[config.mk]
export PLATFORM = sky130hd
export DESIGN_NAME = clkstop_ctrl
export DESIGN_NICKNAME = d
export VERILOG_FILES = /design/src/rtl/clkstop_pkg.sv /design/src/rtl/clkstop_sync.sv /design/src/rtl/clkstop_phase.sv /design/src/rtl/clkstop_fsm.sv /design/src/rtl/clkstop_drive.sv /design/src/rtl/clkstop_ctrl.sv
export SDC_FILE = /design/constraint.sdc
export NUM_CORES = 1
export LEC_CHECK = 0
export BUFFER_PORTS_ARGS = -buffer_cell sky130_fd_sc_hd__buf_2
export CAP_MARGIN = 15
export CORE_AREA = 5 5 42 44
export DETAILED_ROUTE_END_ITERATION = 10
export DIE_AREA = 0 0 47 49
export HOLD_SLACK_MARGIN = 0.08
export PLACE_DENSITY = 0.82
export SYNTH_ARGS = -nofsm -noshare
export SYNTH_HDL_FRONTEND = slang
export SYNTH_SLANG_ARGS = --single-unit
[constraint.sdc]
create_clock -name clk -period 4.3 [get_ports clk]
set_clock_uncertainty 0.05 [all_clocks]
set_input_delay 1.29 -clock clk [delete_from_list [all_inputs] [get_ports clk]]
set_output_delay 1.29 -clock clk [all_outputs]
set_load 0.02 [all_outputs]
[src/rtl/clkstop_pkg.sv]
package clkstop_pkg;
  typedef enum logic [1:0] {
    ST_RUN  = 2'd0,
    ST_PEND = 2'd1,
    ST_STOP = 2'd2,
    ST_WAKE = 2'd3
  } stop_st_e;
endpackage

[src/rtl/clkstop_sync.sv]
module clkstop_sync #(
  parameter int STAGES = 2
) (
  input  logic clk,
  input  logic rst_n,
  input  logic req_n_async,
  output logic req_n_sync
);
  logic [STAGES-1:0] sh;

  always_ff @(posedge clk or negedge rst_n) begin
    if (!rst_n) sh <= '0;
    else        sh <= {sh[STAGES-2:0], req_n_async};
  end

  assign req_n_sync = sh[STAGES-1];

  AST_SYNC_SHIFT: assert property (@(posedge clk) disable iff (!rst_n)
    req_n_sync == $past(sh[STAGES-2]));
endmodule

[src/rtl/clkstop_phase.sv]
module clkstop_phase #(
  parameter int HALF_CYC = 2
) (
  input  logic clk,
  input  logic rst_n,
  output logic ph,
  output logic comp_rise,
  output logic comp_fall
);
  localparam int CW = (HALF_CYC > 1) ? $clog2(HALF_CYC) : 1;
  localparam int RW = $clog2(HALF_CYC + 1) + 1;

  logic [CW-1:0] hcnt;
  logic          last;

  assign last      = (hcnt == CW'(HALF_CYC - 1));
  assign comp_rise = last & ph;
  assign comp_fall = last & ~ph;

  always_ff @(posedge clk or negedge rst_n) begin
    if (!rst_n) begin
      hcnt <= '0;
      ph   <= 1'b1;
    end else if (last) begin
      hcnt <= '0;
      ph   <= ~ph;
    end else begin
      hcnt <= hcnt + 1'b1;
    end
  end

  // run-length monitor for the half period
  logic          ph_d;
  logic [RW-1:0] run_c;
  always_ff @(posedge clk or negedge rst_n) begin
    if (!rst_n) begin
      ph_d  <= 1'b1;
      run_c <= '0;
    end else begin
      ph_d  <= ph;
      run_c <= (ph != ph_d) ? RW'(1) : run_c + 1'b1;
    end
  end

  AST_HALF_PERIOD: assert property (@(posedge clk) disable iff (!rst_n)
    (ph != ph_d) |-> (run_c == RW'(HALF_CYC)));
endmodule

[src/rtl/clkstop_fsm.sv]
module clkstop_fsm
  import clkstop_pkg::*;
#(
  parameter int STOP_SAMPLES = 2
) (
  input  logic     clk,
  input  logic     rst_n,
  input  logic     pd_ok,
  input  logic     comp_rise,
  input  logic     comp_fall,
  input  logic     ph,
  output stop_st_e st
);
  localparam int LW = $clog2(STOP_SAMPLES + 1);

  stop_st_e      nxt;
  logic [LW-1:0] lowcnt;
  logic          qual_done;

  assign qual_done = comp_rise & ~pd_ok & (lowcnt == LW'(STOP_SAMPLES - 1));

  always_comb begin
    nxt = st;
    unique case (st)
      ST_RUN:  if (qual_done) nxt = ST_PEND;
      ST_PEND: if (comp_fall) nxt = ST_STOP;
      ST_STOP: if (pd_ok) nxt = ST_WAKE;
      ST_WAKE: begin
        if (!pd_ok)         nxt = ST_STOP;
        else if (comp_fall) nxt = ST_RUN;
      end
      default: nxt = ST_STOP;
    endcase
  end

  always_ff @(posedge clk or negedge rst_n) begin
    if (!rst_n) begin
      st     <= ST_STOP;
      lowcnt <= '0;
    end else begin
      st <= nxt;
      if (st != ST_RUN) lowcnt <= '0;
      else if (comp_rise) begin
        if (pd_ok)                                   lowcnt <= '0;
        else if (lowcnt != LW'(STOP_SAMPLES - 1))    lowcnt <= lowcnt + 1'b1;
      end
    end
  end

  AST_LOW_RESTART: assert property (@(posedge clk) disable iff (!rst_n)
    (st == ST_RUN && comp_rise && pd_ok) |=> (lowcnt == '0));
  AST_QUAL_ON_RISE: assert property (@(posedge clk) disable iff (!rst_n)
    (st == ST_PEND && $past(st) == ST_RUN) |-> ($past(comp_rise) && !$past(pd_ok)));
  AST_STOP_ON_FALL: assert property (@(posedge clk) disable iff (!rst_n)
    (st == ST_STOP && $past(st) == ST_PEND) |-> (ph && !$past(ph)));
  AST_RESTART_ON_FALL: assert property (@(posedge clk) disable iff (!rst_n)
    (st == ST_RUN && $past(st) == ST_WAKE) |-> (ph && !$past(ph)));
  AST_WAKE_ABORT: assert property (@(posedge clk) disable iff (!rst_n)
    (st == ST_WAKE && !pd_ok) |=> (st == ST_STOP));
endmodule

[src/rtl/clkstop_drive.sv]
module clkstop_drive
  import clkstop_pkg::*;
#(
  parameter int N_OUT = 4
) (
  input  logic             clk,
  input  logic             rst_n,
  input  stop_st_e         st,
  input  logic             ph,
  input  logic             comp_fall,
  input  logic             park_float,
  input  logic [N_OUT-1:0] out_en,
  output logic [N_OUT-1:0] true_val_o,
  output logic [N_OUT-1:0] true_oe_o,
  output logic [N_OUT-1:0] comp_val_o,
  output logic [N_OUT-1:0] comp_oe_o
);
  logic [N_OUT-1:0] en_q;
  logic             running;
  logic             waking;

  assign running = (st == ST_RUN) || (st == ST_PEND);
  assign waking  = (st == ST_WAKE) && park_float;

  always_ff @(posedge clk or negedge rst_n) begin
    if (!rst_n)         en_q <= '0;
    else if (comp_fall) en_q <= out_en;
  end

  for (genvar i = 0; i < N_OUT; i++) begin : g_pair
    always_comb begin
      if (en_q[i] && running) begin
        true_val_o[i] = ph;   true_oe_o[i] = 1'b1;
        comp_val_o[i] = ~ph;  comp_oe_o[i] = 1'b1;
      end else if (en_q[i] && waking) begin
        true_val_o[i] = 1'b1; true_oe_o[i] = 1'b1;
        comp_val_o[i] = 1'b1; comp_oe_o[i] = 1'b1;
      end else if (!park_float) begin
        true_val_o[i] = 1'b1; true_oe_o[i] = 1'b1;
        comp_val_o[i] = 1'b0; comp_oe_o[i] = 1'b0;
      end else begin
        true_val_o[i] = 1'b0; true_oe_o[i] = 1'b0;
        comp_val_o[i] = 1'b0; comp_oe_o[i] = 1'b0;
      end
    end

    AST_DISABLED_PARKED: assert property (@(posedge clk) disable iff (!rst_n)
      !en_q[i] |-> (!comp_oe_o[i] && (true_oe_o[i] == !park_float)));
  end

  AST_EN_AT_FALL: assert property (@(posedge clk) disable iff (!rst_n)
    (en_q != $past(en_q)) |-> (ph && !$past(ph)));
endmodule

[src/rtl/clkstop_ctrl.sv]
module clkstop_ctrl
  import clkstop_pkg::*;
#(
  parameter int N_OUT        = 4,
  parameter int SYNC_STAGES  = 2,
  parameter int HALF_CYC     = 2,
  parameter int STOP_SAMPLES = 2
) (
  input  logic             clk,
  input  logic             rst_n,
  input  logic             pd_req_n,
  input  logic             park_float,
  input  logic [N_OUT-1:0] out_en,
  output logic [N_OUT-1:0] true_val_o,
  output logic [N_OUT-1:0] true_oe_o,
  output logic [N_OUT-1:0] comp_val_o,
  output logic [N_OUT-1:0] comp_oe_o
);
  logic     pd_ok;
  logic     ph;
  logic     comp_rise;
  logic     comp_fall;
  stop_st_e st;

  clkstop_sync #(.STAGES(SYNC_STAGES)) u_sync (
    .clk(clk), .rst_n(rst_n), .req_n_async(pd_req_n), .req_n_sync(pd_ok));

  clkstop_phase #(.HALF_CYC(HALF_CYC)) u_phase (
    .clk(clk), .rst_n(rst_n), .ph(ph), .comp_rise(comp_rise), .comp_fall(comp_fall));

  clkstop_fsm #(.STOP_SAMPLES(STOP_SAMPLES)) u_fsm (
    .clk(clk), .rst_n(rst_n), .pd_ok(pd_ok), .comp_rise(comp_rise),
    .comp_fall(comp_fall), .ph(ph), .st(st));

  clkstop_drive #(.N_OUT(N_OUT)) u_drive (
    .clk(clk), .rst_n(rst_n), .st(st), .ph(ph), .comp_fall(comp_fall),
    .park_float(park_float), .out_en(out_en),
    .true_val_o(true_val_o), .true_oe_o(true_oe_o),
    .comp_val_o(comp_val_o), .comp_oe_o(comp_oe_o));

  AST_PARK_HOLD: assert property (@(posedge clk) disable iff (!rst_n)
    (st == ST_STOP && !park_float) |->
      (true_oe_o == '1 && true_val_o == '1 && comp_oe_o == '0));
  AST_PARK_FLOAT: assert property (@(posedge clk) disable iff (!rst_n)
    (st == ST_STOP && park_float) |-> (true_oe_o == '0 && comp_oe_o == '0));
  AST_WAKE_HIGH: assert property (@(posedge clk) disable iff (!rst_n)
    (st == ST_WAKE && park_float) |->
      ((true_oe_o & ~true_val_o) == '0 && (comp_oe_o & ~comp_val_o) == '0
       && comp_oe_o == true_oe_o));
endmodule

==> out/metrics.yaml, run 1 <==
htreeDepth: 1
dpl.hpwl_um: 961
diodes: 0
dieWidth_um: 47
fmax_mhz: 294
comb_power_share_pct: 47.7
num-nets-final: 100
critPathMaxFanout: 10
synth-main-ff-cell: "dfrtp_1"
cp_top_family: "compound AO/OA/AOI/OAI gates"
swShare_pct: 42.4
synth_area_leaders: "dfrtp_1 (40%), dfstp_2 (8.3%), mux2_2 (7.1%), nand2_1 (6.0%), nor2b_1 (6.0%)"
timing.final.crit_share_pct: 79.2
synth_warnings: 0
r2r_start: "u_fsm.lowcnt[0]$_DFFE_PN0P_"
grt_pass1_vias: 479
end_kind: "output port"
die_y_um: 49
synth_top_area_share_pct: 39.7
arrival_ps: 2070
cp_common_cell: "buf_2"
finalWirelength_um: 1250
clk_pin_slew_ps: 70
relSlewSlack_pct: 68.8
reg2reg_depth: 3
hold_buffers: 0
fin_cells: 105
hold_violations: 0
wl_per_cell_um: 11.9
clkSinkCount: 12
clk_latency_ps: 260
core-area_sq_mm: 0.00140
fillers: 127
cts_resized: 0
grt_start_max_net_pins: 13
gp_congestion: 0.772
timing.rr.end: "u_fsm.lowcnt[1]$_DFFE_PN0P_"
reg2reg_setup_slack_ps: 2860
finalSetupViolations: 0
tns_ps: 0
regArea_sq_um: 303
die_area_sq_mm: 0.00230
numPortBuffers: 23
power_density_mw_per_mm2: 520
met2_length_um: 509
top_layer_used: "met4"
pwr-share-clk_pct: 15.8
syn_nets: 74
status: "finished clean"
crit_required_ps: 2960
rsz0062_at_grt: "false"
drive_gt1_share_pct: 39.3
drt-initial-drc-count: 8
power_leakage_uw: 0.000379
cts_buffer_depth: 2
wl_met1_um: 568
min_to: "u_sync.sh[1]$_DFF_PN0_"
cts_setup_buffers: 0
post-route-min-period_ps: 3410
synthArstFlopShare_pct: 100
hold_depth: 0
path_cells: "buf_2 -> a21boi_0 -> nor2b_1 -> buf_2"
yosys-top-cells-count: "dfrtp_1 (10), nand2_1 (10), nor2b_1 (6)"
final_util_pct: 55.6
yosys.area.top_type: "dfrtp_1"
slowest_stage: "a21boi_0"
drtPass1Iterations: 4
syn_area_sq_um: 631
syn_inst: 65
post_drt_via_cell_ratio: 5.26
crit_buf_inv: 2
irDropWorstVdd_mv: 0.268
drc_errors: 0
placed_cells: 102
cts-root-buf: "clkbuf_4"
ys_ff_latch: 12
ys_types: 25
slew_viol_final: 0
critPathKind: "in2out"
p_sw_uw: 172
ys_seq_area_share_pct: 48.0
ant_nets: 0
cts_tree: "done"
avgSynthCellArea_sq_um: 9.70
io_pins: 24
grt-ovfl-total: 0
cp-start-kind: "input port"
multiInputGateArea_sq_um: 308
area_growth_pct: 23.6
numCtsBuffers: 3
antenna_found_initial: 0
grt_use_total_pct: 12.2
max_stage_delay_ps: 370
cap_violations: 0
p_int_uw: 234
hp-start: "u_sync.sh[0]$_DFF_PN0_"
fp-row-count: 14
worstMarginPinSlew_ps: 467
power_frac_seq_pct: 36.5
hp-class: "reg2reg"
synth_edf_count: 0
met3_wirelength_um: 137
vias: 552
grt_pass1_wl_um: 2040
initial_core_util_pct: 45.0
-- layout by cell type (no fill, tap or decap), types with 2 or more instances in the layout --
master / synthesis / routed
nor2_1: 2 / 2
and2_1: 4 / 4
dfrtp_1: 10 / 10
mux2_2: 4 / 4
a21oi_1: 3 / 3
a22oi_1: 4 / 4
nand2_1: 10 / 10
or4_1: 2 / 2
inv_1: 3 / 3
dfstp_2: 2 / 2
a31oi_1: 2 / 2
buf_2: 1 / 23
clkbuf_4: 0 / 3
nor2b_1: 6 / 6
-- flip-flops by register name (all words and copies together) (netlist names) --
| register | cells |
|---|---|
| u_phase.ph | 1 |
| u_fsm.lowcnt | 2 |
| u_drive.en_q | 4 |
| u_phase.hcnt | 1 |
| u_sync.sh | 2 |
| u_fsm.st | 2 |
-- metal layers --
layer	global-route usage (%)	vias up
met3	2.21	4
li1	-	273
met4	8.29	0
met2	16.5	24
met1	16.9	251
met5	0	-
-- cell families after synthesis --
family	Yosys count	share of synthesized area [%]
xor+xnor	1	1.39
simple gates	29	24.6
mux	4	7.14
buf+inv	5	3.17
flops	12	48.0
compound gates	13	13.7
fa+ha+maj	1	1.98
-- worst max-delay path by stage --
stage | to | depth (start not counted) | start
after global routing | comp_oe_o[3] | 4 | park_float
after CTS | comp_oe_o[1] | 4 | park_float
final | comp_oe_o[1] | 4 | park_float
after floorplan | comp_oe_o[0] | 3 | park_float
after detailed placement | comp_oe_o[1] | 4 | park_float
after global placement | comp_oe_o[1] | 4 | park_float
-- metrics by stage --
stage / power, uW / hold slack [ps] / cell area (sq um) / setup WS (ps)
after floorplan: 282 / 281 / 631 / 875
after global placement: 339 / 284 / 757 / 932
after detailed placement: 345 / 293 / 757 / 895
after CTS: 409 / 308 / 779 / 893
after global routing: 434 / 328 / 779 / 783
final: 405 / 307 / 779 / 894
-- area by class of cell --
| cell class | count | area share, % |
|---|---|---|
| Sequential cell | 12 | 38.8 |
| Multi-Input combinational cell | 48 | 39.5 |
| Timing Repair Buffer | 23 | 14.8 |
| Clock buffer | 3 | 2.89 |
| Tap cell | 16 | 2.57 |
| Inverter | 3 | 1.44 |
-- power groups by stage --
stage          logic, uW  clock network (uW)  registers, uW
2_1_floorplan        138                   0            144
3_3_place_gp         190                   0            149
3_5_place_dp         195                   0            150
4_1_cts              195                66.5            148
5_1_grt              213                71.0            150
6_report             193                64.1            148
Power figures use the tool's default switching activity.
==> run 2, diff against run 1 <==
Settings changed: CORE_AREA 5 5 42 44 to unset, CORE_MARGIN set to 5, CORE_UTILIZATION set to 46, DIE_AREA 0 0 47 49 to unset, PLACE_DENSITY 0.82 to 0.8.
Clock period 4.3 ns to 3.6 ns, I/O delays scaled along.
==> run 2 against run 1 <==
  * Setup slack worse by 300 ps
  * Count of clock-buffer cells in the layout unchanged
  * Core utilization up 4.2 points
  * Critical endpoint unchanged
  * Cell count down 0.95%
  * Largest power group unchanged
  * Sequential power up 19%
  * Non-clock buffer count unchanged
  * Sequential cell count unchanged
  * Critical path depth unchanged
  * Register-to-register slack worse by 690 ps
  * Largest cell class unchanged
==> out/metrics.yaml, run 2 (same netlist as run 1, synthesis figures left out) <==
crit_start: "park_float"
fmax_mhz: 333
critPathMaxFanout: 10
wl_per_cell_um: 13.3
reg2reg_setup_slack_ps: 2170
cts-root-buf: "clkbuf_4"
die_y_um: 47.0
worstMarginPinSlew_ps: 422
largest-register: "u_drive.en_q"
critPathKind: "in2out"
hp-class: "reg2reg"
cp_common_cell: "buf_2"
irDropWorstVdd_mv: 0.367
finalWirelength_um: 1380
gp_congestion: 0.787
cts_tree: "done"
r2r_start: "u_fsm.lowcnt[0]$_DFFE_PN0P_"
hold_buffers: 0
crit_cells: 4
crit_required_ps: 2470
reg2reg_depth: 3
grt_start_max_net_pins: 13
cp_top_family: "compound AO/OA/AOI/OAI gates"
cp-endpoint: "comp_oe_o[1]"
final_common_cell: "buf_2"
core-area_sq_mm: 0.00130
grt_pass1_vias: 494
drt-initial-drc-count: 11
largest_register_ffs: 4
clk_pin_slew_ps: 70
rsz0062_at_grt: "false"
final_cell_mix: "buf_2 (23), nand2_1 (10), dfrtp_1 (10)"
cts_setup_buffers: 0
power_uw: 483
cp-start-kind: "input port"
power_density_mw_per_mm2: 621
dpl.hpwl_um: 1090
fp-row-count: 13
relSlewSlack_pct: 71.8
drtPass1Iterations: 4
vias: 580
power_leakage_uw: 0.000379
die_area_sq_mm: 0.00221
grt_pass1_wl_um: 2210
max_stage_delay_ps: 370
cap_violations: 0
drc_errors: 0
status: "finished clean"
initial_core_util_pct: 48.5
ant_nets: 0
drive_gt1_share_pct: 39.3
hold_violations: 0
cts_resized: 0
htreeDepth: 1
arrival_ps: 1880
slowest_stage: "a21boi_0"
diodes: 0
path_cells: "buf_2 -> a21boi_0 -> nor2b_1 -> buf_2"
cts_buffer_depth: 2
end_kind: "output port"
numPortBuffers: 23
crit_buf_inv: 2
dieWidth_um: 47.0
final_util_pct: 59.8
post-route-min-period_ps: 3010
timing.final.crit_share_pct: 83.5
timing.rr.end: "u_fsm.lowcnt[1]$_DFFE_PN0P_"
slew_viol_final: 0
clkSinkCount: 12
antenna_found_initial: 0
clk_latency_ps: 250
finalSetupViolations: 0
numCtsBuffers: 3
tns_ps: 0
grt-ovfl-total: 0
io_pins: 24
grt_use_total_pct: 14.6
post_drt_via_cell_ratio: 5.58
num-nets-final: 100
area_growth_pct: 23.4
[run 2: cell counts in the layout (fill, tap and decap cells not counted)]
Identical to the previous run, type by type.
[run 2: final cells by class]
cell class	instances	area, sq um
Fill cell	119	523
Multi-Input combinational cell	48	308
Tap cell	15	18.8
Sequential cell	12	303
Inverter	3	11.3
Clock buffer	3	22.5
Timing Repair Buffer	23	115
[run 2: how the worst min path moves through the flow]
stage	end	from	cells after the start
2_1_floorplan	u_sync.sh[1]$_DFF_PN0_	u_sync.sh[0]$_DFF_PN0_	0
3_3_place_gp	u_sync.sh[1]$_DFF_PN0_	u_sync.sh[0]$_DFF_PN0_	0
3_5_place_dp	u_sync.sh[1]$_DFF_PN0_	u_sync.sh[0]$_DFF_PN0_	0
4_1_cts	u_sync.sh[1]$_DFF_PN0_	u_sync.sh[0]$_DFF_PN0_	0
5_1_grt	u_sync.sh[1]$_DFF_PN0_	u_sync.sh[0]$_DFF_PN0_	0
6_report	u_sync.sh[1]$_DFF_PN0_	u_sync.sh[0]$_DFF_PN0_	0
[run 2: report_power, final]
part	internal [uW]	leakage, uW	switching (uW)	total (uW)
Clock	38.5	0.0000138	36.6	75.1
Combinational	87.0	0.000225	145	232
Sequential	154	0.000140	22.7	176
[run 2: per-layer routing]
metal | share of wire, % | vias up | GRT usage [%]
met1 | 38 | 279 | 16.4
li1 | - | 277 | -
met5 | 0 | - | 0
met2 | 53 | 20 | 26.8
met3 | 6.0 | 4 | 2.30
met4 | 2.0 | 0 | 6.63
[run 2: metrics by stage]
stage,instance area [sq um],setup slack [ps],instances,hold WS [ps]
floorplan,631,595,65,281
global placement,756,640,101,287
detailed placement,756,588,101,291
CTS,778,585,104,306
global route,778,536,104,320
finish,778,593,104,303
==> run 3, diff against run 2 <==
Settings changed: CORE_UTILIZATION 46 to 41, PLACE_DENSITY 0.8 to 0.75.
Clock period 3.6 ns to 2.5 ns, I/O delays scaled along.
==> run 3 against run 2 <==
  * Global-route usage fell by 3.4 points
  * Sequential cell count did not move
  * Wire length fell by 7.2%
  * Combinational power rose by 42%
  * Core utilization fell by 7.2 points
  * Sequential share of layout area fell by 0.25 points
  * Setup slack got worse by 470 ps
  * Design area rose by 0.64%
  * Register-to-register slack got worse by 1100 ps
  * Total power rose by 46%
  * Highest routed layer unchanged
==> out/metrics.yaml, run 3 (same netlist as run 1, synthesis figures left out) <==
numCtsBuffers: 3
grt_start_max_net_pins: 13
fmax_mhz: 421
crit_required_ps: 1700
grt_use_total_pct: 11.2
met1_usage_pct: 13.1
largest_register_ffs: 4
hold_buffers: 0
cp-start-kind: "input port"
initial_core_util_pct: 42.4
dpl.hpwl_um: 1020
multiInputGateArea_sq_um: 308
worstMarginPinSlew_ps: 462
grt-ovfl-total: 0
critPathMaxFanout: 10
grt_util_met3_pct: 1.53
final_util_pct: 52.6
die_y_um: 49.2
slew_viol_final: 0
arrival_ps: 1570
hp-class: "in2async"
final_cell_mix: "buf_2 (23), nand2_1 (10), dfrtp_1 (10)"
placed_cells: 102
drive_gt1_share_pct: 38.9
dieWidth_um: 49.2
grt_use_met2_pct: 19.1
timing.final.crit_share_pct: 95.0
worst_slack_ps: 126
ant_nets: 0
drc_errors: 0
hold_violations: 0
largest-register: "u_drive.en_q"
area_growth_pct: 24.2
power_density_mw_per_mm2: 898
fp-row-count: 14
clk_latency_ps: 270
tns_ps: 0
status: "finished clean"
cts_tree: "done"
io_pins: 24
grt_pass1_wl_um: 2210
diodes: 0
cts_buffer_depth: 2
end_kind: "output port"
cts_setup_buffers: 0
core-area_sq_mm: 0.00149
critPathKind: "in2out"
detailedPlace.worstSlack_ps: 126
irDropWorstVdd_mv: 0.419
post-route-min-period_ps: 2370
antenna_found_initial: 0
finalWirelength_um: 1280
num-nets-final: 100
power_leakage_uw: 0.000380
cts_resized: 0
die_area_sq_mm: 0.00242
hold_slack_ps: 289
finalSetupViolations: 0
vias: 548
clkSinkCount: 12
cap_violations: 0
fin_cells: 106
numPortBuffers: 23
busiest_layer: "met2"
wl_per_cell_um: 12.1
rsz0062_at_grt: "false"
final_common_cell: "buf_2"
grt_pass1_vias: 522
gp_congestion: 0.709
cts-root-buf: "clkbuf_4"
drt-initial-drc-count: 3
regArea_sq_um: 303
clk_pin_slew_ps: 70
drtPass1Iterations: 4
htreeDepth: 1
fillers: 126
relSlewSlack_pct: 68.9
post_drt_via_cell_ratio: 5.17
==> run 3: cell type report <==
type                    instances  share of cell area (%)
inverters                       3                    1.44
multi-input cells              48                    39.3
clock buffers                   4                    3.35
well taps                      16                    2.56
repair buffers                 23                    14.7
flip-flops and latches         12                    38.7
==> run 3: worst max-delay path, cell delays in order <==
cell      delay, ps
buf_2           150
a21boi_0        410
nor2b_1          80
buf_2           170
==> run 3: report_power, final <==
group / internal, uW / switching, uW
sequential: 221 / 32.5
clock: 61.7 / 58.0
combinational: 125 / 205
==> run 3: routing by layer <==
metal / vias to the layer above / share of wire (%)
met5: - / 0
met4: 0 / 1.1
met3: 2 / 3.8
met2: 13 / 49
met1: 255 / 46
li1: 278 / -
==> run 3: metrics by stage <==
stage / cell area (sq um) / total power [uW]
3_3_place_gp: 757 / 582
2_1_floorplan: 631 / 485
3_5_place_dp: 757 / 590
4_1_cts: 783 / 712
5_1_grt: 783 / 757
6_report: 783 / 704
==> run 3: worst paths after layout <==
kind / startpoint / to / slack [ps] / cells after the start
worst max-delay path: park_float / comp_oe_o[1] / 130 / 4
worst min-delay path: rst_n / u_drive.en_q[0]$_DFFE_PN0P_ / 290 / 1
worst max register to register: u_fsm.lowcnt[0]$_DFFE_PN0P_ / u_fsm.lowcnt[1]$_DFFE_PN0P_ / 1050 / 3
worst min register to register: u_sync.sh[0]$_DFF_PN0_ / u_sync.sh[1]$_DFF_PN0_ / 320 / 0
max in group asynchronous: rst_n / u_fsm.st[1]$_DFFE_PN1P_ / 1830 / 1
min in group clk: u_sync.sh[0]$_DFF_PN0_ / u_sync.sh[1]$_DFF_PN0_ / 320 / 0
